### config.mk
export PLATFORM = sky130hd
export DESIGN_NAME = usb_ep_regfile
export DESIGN_NICKNAME = d
export VERILOG_FILES = /design/src/rtl/usb_epr_pkg.sv /design/src/rtl/ep_reg.sv /design/src/rtl/ep_scan.sv /design/src/rtl/usb_ep_regfile.sv
export SDC_FILE = /design/constraint.sdc
export NUM_CORES = 1
export LEC_CHECK = 0
export BUFFER_PORTS_ARGS = -buffer_cell sky130_fd_sc_hd__buf_4
export CAP_MARGIN = 20
export CORE_ASPECT_RATIO = 0.5
export CORE_MARGIN = 8
export CORE_UTILIZATION = 40
export CTS_CLUSTER_SIZE = 10
export DETAILED_ROUTE_END_ITERATION = 7
export PLACE_DENSITY = 0.6
export SLEW_MARGIN = 25
export SYNTH_ARGS = -nofsm -noshare
export SYNTH_HDL_FRONTEND = slang
export SYNTH_SLANG_ARGS = --single-unit
### constraint.sdc
create_clock -name clk -period 3.3 [get_ports clk]
set_input_delay 0.825 -clock clk [delete_from_list [all_inputs] [get_ports clk]]
set_output_delay 0.825 -clock clk [all_outputs]
set_load 0.005 [all_outputs]
### src/rtl/usb_epr_pkg.sv
package usb_epr_pkg;

    localparam int REG_W = 16;

    // interrupt status bit positions
    localparam int ISR_XFER_BIT = 15;
    localparam int ISR_RST_BIT  = 14;
    localparam int ISR_SUSP_BIT = 13;
    localparam int ISR_WAKE_BIT = 12;

    typedef enum logic [1:0] {
        ST_DISABLED = 2'b00,
        ST_STALL    = 2'b01,
        ST_NAK      = 2'b10,
        ST_VALID    = 2'b11
    } ep_stat_e;

    // MSB first: bit 15 down to bit 0
    typedef struct packed {
        logic       rx_done;
        logic       rx_tog;
        ep_stat_e   rx_stat;
        logic       tx_done;
        logic       tx_tog;
        ep_stat_e   tx_stat;
        logic       setup;
        logic [1:0] ep_type;
        logic       ep_kind;
        logic [3:0] ep_num;
    } ep_reg_t;

endpackage

### src/rtl/ep_reg.sv
module ep_reg
    import usb_epr_pkg::*;
(
    input  logic    clk,
    input  logic    rst_n,
    input  logic    clr,
    input  logic    wen,
    input  ep_reg_t wdata,
    input  logic    tx_ev,
    input  logic    rx_ev,
    input  logic    rx_setup,
    output ep_reg_t q
);

    ep_reg_t r, nxt;

    always_comb begin
        nxt = r;
        if (wen) begin
            nxt.ep_num  = wdata.ep_num;
            nxt.ep_kind = wdata.ep_kind;
            nxt.ep_type = wdata.ep_type;
            nxt.tx_stat = ep_stat_e'(r.tx_stat ^ wdata.tx_stat);
            nxt.rx_stat = ep_stat_e'(r.rx_stat ^ wdata.rx_stat);
            nxt.tx_tog  = r.tx_tog ^ wdata.tx_tog;
            nxt.rx_tog  = r.rx_tog ^ wdata.rx_tog;
            nxt.tx_done = r.tx_done & wdata.tx_done;
            nxt.rx_done = r.rx_done & wdata.rx_done;
        end
        if (tx_ev) begin
            nxt.tx_done = 1'b1;
            nxt.tx_tog  = ~nxt.tx_tog;
            if (r.tx_stat == ST_VALID)
                nxt.tx_stat = ST_NAK;
        end
        if (rx_ev) begin
            nxt.rx_done = 1'b1;
            nxt.rx_tog  = ~nxt.rx_tog;
            nxt.setup   = rx_setup;
            if (r.rx_stat == ST_VALID)
                nxt.rx_stat = ST_NAK;
        end
    end

    always_ff @(posedge clk or negedge rst_n) begin
        if (!rst_n)
            r <= '0;
        else if (clr)
            r <= '0;
        else
            r <= nxt;
    end

    assign q = r;


    tx_done_set_chk: assert property (@(posedge clk) disable iff (!rst_n)
        (tx_ev && !clr) |=> q.tx_done);


    tx_valid_nak_chk: assert property (@(posedge clk) disable iff (!rst_n)
        (tx_ev && !clr && q.tx_stat == ST_VALID) |=> (q.tx_stat == ST_NAK));


    rx_valid_nak_chk: assert property (@(posedge clk) disable iff (!rst_n)
        (rx_ev && !clr && q.rx_stat == ST_VALID) |=> (q.rx_stat == ST_NAK));


    setup_hold_chk: assert property (@(posedge clk) disable iff (!rst_n)
        (!rx_ev && !clr) |=> $stable(q.setup));


    cfg_hold_chk: assert property (@(posedge clk) disable iff (!rst_n)
        (!wen && !clr) |=> ($stable(q.ep_num) && $stable(q.ep_kind) && $stable(q.ep_type)));


    done_keep_chk: assert property (@(posedge clk) disable iff (!rst_n)
        (q.tx_done && !clr && !(wen && !wdata.tx_done)) |=> q.tx_done);

endmodule

### src/rtl/ep_scan.sv
module ep_scan #(
    parameter int NUM_EP = 8,
    parameter int IDX_W  = 3
) (
    input  logic [NUM_EP-1:0] pend,
    output logic              any,
    output logic [IDX_W-1:0]  idx
);

    always_comb begin
        any = |pend;
        idx = '0;
        for (int i = NUM_EP - 1; i >= 0; i--) begin
            if (pend[i])
                idx = IDX_W'(i);
        end
    end

endmodule

### src/rtl/usb_ep_regfile.sv
module usb_ep_regfile
    import usb_epr_pkg::*;
#(
    parameter int NUM_EP = 8,
    localparam int IDX_W = (NUM_EP > 1) ? $clog2(NUM_EP) : 1,
    localparam int SEL_W = $clog2(NUM_EP + 2)
) (
    input  logic             clk,
    input  logic             rst_n,
    input  logic [SEL_W-1:0] reg_sel,
    input  logic             reg_wen,
    input  logic [15:0]      reg_wdata,
    output logic [15:0]      reg_rdata,
    input  logic [IDX_W-1:0] ev_ep,
    input  logic             ev_tx_done,
    input  logic             ev_rx_done,
    input  logic             ev_rx_setup,
    input  logic             ev_bus_reset,
    input  logic             ev_suspend,
    input  logic             ev_wakeup
);

    localparam logic [SEL_W-1:0] ISR_SEL   = SEL_W'(NUM_EP);
    localparam logic [SEL_W-1:0] DADDR_SEL = SEL_W'(NUM_EP + 1);

    ep_reg_t           ep_q [NUM_EP];
    logic [NUM_EP-1:0] ep_pend;
    logic              scan_any;
    logic [IDX_W-1:0]  scan_idx;
    logic              rst_flag, susp_flag, wake_flag;
    logic [7:0]        dev_addr;
    logic              isr_wen, daddr_wen;

    assign isr_wen   = reg_wen && (reg_sel == ISR_SEL);
    assign daddr_wen = reg_wen && (reg_sel == DADDR_SEL);

    for (genvar g = 0; g < NUM_EP; g++) begin : g_ep
        logic sel_hit;
        logic ev_hit;
        assign sel_hit = reg_wen && (reg_sel == SEL_W'(g));
        assign ev_hit  = (ev_ep == IDX_W'(g));

        ep_reg u_ep (
            .clk      (clk),
            .rst_n    (rst_n),
            .clr      (ev_bus_reset),
            .wen      (sel_hit),
            .wdata    (ep_reg_t'(reg_wdata)),
            .tx_ev    (ev_tx_done && ev_hit),
            .rx_ev    (ev_rx_done && ev_hit),
            .rx_setup (ev_rx_setup),
            .q        (ep_q[g])
        );

        assign ep_pend[g] = ep_q[g].tx_done | ep_q[g].rx_done;
    end

    ep_scan #(.NUM_EP(NUM_EP), .IDX_W(IDX_W)) u_scan (
        .pend (ep_pend),
        .any  (scan_any),
        .idx  (scan_idx)
    );

    always_ff @(posedge clk or negedge rst_n) begin
        if (!rst_n) begin
            rst_flag  <= 1'b0;
            susp_flag <= 1'b0;
            wake_flag <= 1'b0;
        end else begin
            rst_flag  <= ev_bus_reset | (rst_flag  & ~(isr_wen & ~reg_wdata[ISR_RST_BIT]));
            susp_flag <= ev_suspend   | (susp_flag & ~(isr_wen & ~reg_wdata[ISR_SUSP_BIT]));
            wake_flag <= ev_wakeup    | (wake_flag & ~(isr_wen & ~reg_wdata[ISR_WAKE_BIT]));
        end
    end

    always_ff @(posedge clk or negedge rst_n) begin
        if (!rst_n)
            dev_addr <= '0;
        else if (ev_bus_reset)
            dev_addr <= '0;
        else if (daddr_wen)
            dev_addr <= reg_wdata[7:0];
    end

    always_comb begin
        reg_rdata = '0;
        if (reg_sel < SEL_W'(NUM_EP)) begin
            reg_rdata = ep_q[reg_sel[IDX_W-1:0]];
        end else if (reg_sel == ISR_SEL) begin
            reg_rdata[ISR_XFER_BIT] = scan_any;
            reg_rdata[ISR_RST_BIT]  = rst_flag;
            reg_rdata[ISR_SUSP_BIT] = susp_flag;
            reg_rdata[ISR_WAKE_BIT] = wake_flag;
            reg_rdata[IDX_W-1:0]    = scan_idx;
        end else if (reg_sel == DADDR_SEL) begin
            reg_rdata[7:0] = dev_addr;
        end
    end

    logic lower_pend;
    always_comb begin
        lower_pend = 1'b0;
        for (int i = 0; i < NUM_EP; i++)
            if (ep_pend[i] && (IDX_W'(i) < scan_idx))
                lower_pend = 1'b1;
    end


    xfer_id_chk: assert property (@(posedge clk) disable iff (!rst_n)
        scan_any |-> ep_pend[scan_idx]);


    lowest_id_chk: assert property (@(posedge clk) disable iff (!rst_n)
        scan_any |-> !lower_pend);


    bus_rst_chk: assert property (@(posedge clk) disable iff (!rst_n)
        ev_bus_reset |=> (dev_addr == 8'h00 && ep_pend == '0 && rst_flag));


    susp_set_chk: assert property (@(posedge clk) disable iff (!rst_n)
        ev_suspend |=> susp_flag);

endmodule

---- Word level (Yosys, flattened, before mapping) ----
Index checks and enable logic that the tools add are counted.
operators by class
  magnitude comparators ................... 2
  eq/ne operators ......................... 32
  muxes and demuxes ....................... 84
  bitwise gates (word level) .............. 88
  reductions and logical operators ........ 62
operator list
  kind                                                                    count
  16-bit 2-to-1 mux                                                       10
  8-bit 2-to-1 mux                                                        12
  4-bit 2-to-1 mux                                                        19
  7-bit 2-to-1 mux                                                        8
  16-bit binary-select mux with 3-bit select                              1
  3-bit nonzero test                                                      16
  2-bit nonzero test                                                      17
  2-bit equality test (second input constant)                             16
  2-bit 2-to-1 mux                                                        16
  2-bit XOR                                                               16
  3-bit 2-to-1 mux                                                        9
  1-bit logical AND                                                       26
  1-bit bitwise AND                                                       22
  1-bit NOT                                                               22
  4-bit by 3-bit equality test with 1-bit output (second input constant)  4
  1-bit XOR                                                               16
  3-bit equality test (second input constant)                             4
  1-bit bitwise OR                                                        11
  4-bit by 2-bit equality test with 1-bit output (second input constant)  2
  4-bit equality test (second input constant)                             2
  1-bit 2-to-1 mux                                                        8
  8-bit OR reduction                                                      1
  3-bit by 2-bit equality test with 1-bit output (second input constant)  2
  5-bit 2-to-1 mux                                                        1
  7 further kinds                                                         7
storage, ports and cells
  register bits after elaboration ......... 139
  input bits .............................. 32
  output and inout port bits .............. 16
  word-level logic and storage cells ...... 352

---- Longest topological paths before layout ----
  depth in word-level cells ............... 11
  gate-level depth with buffers ........... 7
  depth with buffers taken out ............ 4

---- Cells and area by module ----
A second synthesis with hierarchy kept.
second synthesis, totals
  cell total of the unflattened synthesis .. 730
  area total of the unflattened synthesis .. 7641.1 sq um
modules (own cells, without submodules)
  module          times used  cells an instance  area an instance (sq um)  sequential area each (sq um)
  ep_reg          8           66                 714.4                     400.4
  usb_ep_regfile  1           189                1844.3                    275.3
  ep_scan         1           13                 81.3                      0.0

---- Least setup slack after synthesis ----
No wires, ideal clock.
  path kind ............................... input to output
  start ................................... in reg_sel[0]
  end ..................................... out reg_rdata[2]
  arrival ................................. 2044 ps
  data required time ...................... 2475 ps
  slack ................................... 431 ps
  stages on the path ...................... 4
  buffers on the path ..................... 1
  cells stage by stage .................... buf_6 -> or4b_4 -> or3_4 -> o311ai_2
on the way
  word-level cells in the longest chain between the ends .. 5
  elaborated cells on any way between the ends .. 10
  those cells by class .................... 1 x order compare; 2 x eq/ne; 6 x mux; 1 x bitwise
ends and longest elaborated chain
  element                                               line                  source
  start: declaration                                    usb_ep_regfile.sv:10  input logic [SEL_W-1:0] reg_sel,
  3-bit NOT with 4-bit output (not written as such)     usb_ep_regfile.sv:88  reg_rdata = ep_q[reg_sel[IDX_W-1:0]];
  16-bit binary-select mux with 3-bit select            usb_ep_regfile.sv:88
  16-bit 2-to-1 mux (not written as such) (2 in a row)  usb_ep_regfile.sv:88
  8-bit 2-to-1 mux (*)                                  usb_ep_regfile.sv:87  if (reg_sel < SEL_W'(NUM_EP)) begin
  end: declaration                                      usb_ep_regfile.sv:13  output logic [15:0] reg_rdata,
Every way passes the cells marked *; elsewhere a longest branch is shown, timed or not. The select of a mux whose other input is x is not followed.

---- Worst setup path after layout ----
  start ................................... in reg_sel[1]
  end ..................................... out reg_rdata[2]
Same word-level chain as after synthesis.

==> impl_metrics.yaml <==
cells_and_area:
  stdcell_area_mm2: 0.00912
  nets: 891
  num_antenna_cells: 0
  drive_above_1_share_pct: 19.2
  area_growth_pct: 17.8
setup_path:
  worst-setup-path-type: "in2out"
  critPathCaptureType: "primary output"
  required_ps: 2470
  reg2reg_depth: 4
  timing.critical_path.from_type: "primary input"
  worst-endpoint-arrival_ps: 2300
  path_max_fanout: 15
cts:
  cts_resized: 0
  cts_max_level: 4
  clock_path_buffers: 2
  cts_tree: "built"
  clock_sinks: 139
  clk_latency_ps: 430
  cts_buffers: 17
  cts_hold_buf: 0
  clk_pin_slew_ps: 70
  root_buffer: "clkbuf_16"
  post_cts_buffers: 0
sta:
  setup_viol: 0
  slew_violations: 0
  timing.slew.headroom_pct: 55.2
  tns_ps: 0
  clock_skew_ps: 10.9
  rsz0062_at_grt: "no"
  worstMarginPinSlew_ps: 670
  timing.fmax_ghz: 0.320
  finalHoldViolCount: 0
  finalCriticalPeriod_ps: 3120
  finalCritPeriodShare_pct: 94.7
floorplanning:
  dieArea_mm2: 0.0243
  pin_count: 48
  rows: 36
  fp.dieH_um: 114
  initial_core_util_pct: 40.2
  die_w_um: 213
  coreArea_mm2: 0.0192
global_routing:
  antenna_found_initial: 0
  grt_overflow: 0
  grt_start_max_net_pins: 92
  track_usage_pct: 20.5
  grt_pass1_vias: 6741
  grt_first_pass_wirelength_um: 38500
flow_run:
  max_cap_viol_count: 0
logic_synthesis:
  synth-seq-cells: 139
  ys_top_cells_by_count: "156 x nand2_1, 139 x dfrtp_1, 114 x a21oi_1"
  synth_area_leader_cell: "dfrtp_1"
  synth_top_family_by_area: "simple AND/OR/NAND/NOR gates"
  syn_area_mm2: 0.00774
  synth-main-ff-cell: "dfrtp_1"
  yosys.area_share.simple_pct: 20.0
  synth.avg_cell_area_um2: 9.41
  synth_compound_area_share_pct: 15.4
  netlist_top_cells_area: "dfrtp_1 45%, mux4_2 7.6%, nand2_1 7.6%"
  netlist_instances: 823
  synthMuxAreaShare_pct: 11.5
  synth_top_area_share_pct: 44.9
  async_flop_share_pct: 100
  synth_most_common_cell: "nand2_1"
  synthAdderAreaFrac_pct: 0
  ys_types: 58
  synth-xor-area-share_pct: 2.72
  synth_edf_count: 0
  synth_fp_nets: 855
  yosys_warnings: 0
  synth-seq-area-share_pct: 44.9
worst_hold_path:
  min_path_type: "in2async"
drt:
  wl_per_cell_um: 21.2
  viasPerCell: 5.89
  drt-initial-drc-count: 564
  vias: 6698
  final_antenna_net_count: 0
  wl_um: 24100
  first_pass_iters: 5
  route.detailed.drc: 0
power_and_ir_drop:
  power_leakage_uw: 0.00380
  p_per_area_mw_per_mm2: 480
  peakVddDrop_mv: 0.374
place:
  routabilityCongestion: 0.859
  port_buffers: 47
  placedInstanceArea_mm2: 0.00845
  hpwl_um: 16500
run_status:
  status: "finished clean"
-- path summary, 6_finish.rpt --
check                                      to  slack, ps               start
max reg2reg                g_ep[5].u_ep.q[12]       2260  g_ep[5].u_ep.q[13]
min reg2reg                          rst_flag        510            rst_flag
max in group asynchronous   g_ep[1].u_ep.q[4]       2170               rst_n
max                              reg_rdata[2]        180          reg_sel[1]
min                        g_ep[2].u_ep.q[13]        420               rst_n
min in group clk                     rst_flag        510            rst_flag
-- state kept, by name, indices dropped and copies added, names as in the netlist --
register and cells:
susp_flag 1, g_ep.u_ep.q 128, wake_flag 1, rst_flag 1, dev_addr 8
-- critical path, stage by stage --
cell and delay [ps]:
buf_4 180, or4b_4 570, or3_4 350, o311ai_2 210
buf_4 150
-- stage by stage --
step | std cells | worst slack (ps) | total power (uW) | hold slack (ps) | util (%)
after floorplan | 823 | 431 | 2040 | 461 | -
after global placement | 1106 | 168 | 2220 | 484 | 43.9
after detailed placement | 1106 | 174 | 2220 | 490 | 43.9
after CTS | 1138 | 174 | 4410 | 442 | 47.4
after global routing | 1138 | 137 | 4510 | 459 | 47.4
final | 1138 | 176 | 4380 | 416 | 47.4
-- final cells by class --
cell class / count / area (um2)
fill: 1807 / 10100
sequential: 139 / 3480
clock inverter: 10 / 186
multi-input combinational: 589 / 3840
timing repair buffer: 88 / 714
inverter: 24 / 90.1
tap: 266 / 333
clock buffer: 22 / 484
-- cells by family after synthesis --
kind of cell,count (synthesis)
compound gates,199
xor+xnor,24
buf+inv,95
mux,55
simple gates,311
flops,139
-- cells in the final DEF (no fill, tap or decap), types with 5 or more instances in the layout --
master,instances
nand2_1,156
dfrtp_1,139
a21oi_1,114
buf_4,83
nor2_1,43
nand3_1,28
mux4_2,26
inv_1,24
o21ai_0,24
nor3_1,21
mux2i_1,19
xnor2_1,17
clkbuf_16,17
and2_1,9
a311oi_1,9
a31oi_1,8
and3_1,8
and4bb_2,7
xor2_1,7
nand4_1,7
a21boi_0,6
nand4b_1,6
o2111a_1,5
mux2_1,5
a22oi_1,5
mux2_2,5
o221ai_1,5
bufinv_16,5
-- power by group --
group	internal [uW]	switching [uW]	total [uW]	leakage [uW]
logic	162	270	432	0.00156
clock network	1420	764	2190	0.000330
registers	1740	25.6	1760	0.00191
total	3320	1060	4380	0.00380
-- per-layer routing --
layer / track usage (%) / wire length (um) / vias up / part of all wire, %
met2: 32.5 / 11300 / 277 / 47
met5: 0 / 0 / - / 0
li1: - / - / 2996 / -
met4: 8.46 / 720 / 0 / 3.0
met1: 26.8 / 10500 / 3375 / 44
met3: 4.64 / 1630 / 50 / 6.7
Power figures use the tool's default switching activity.
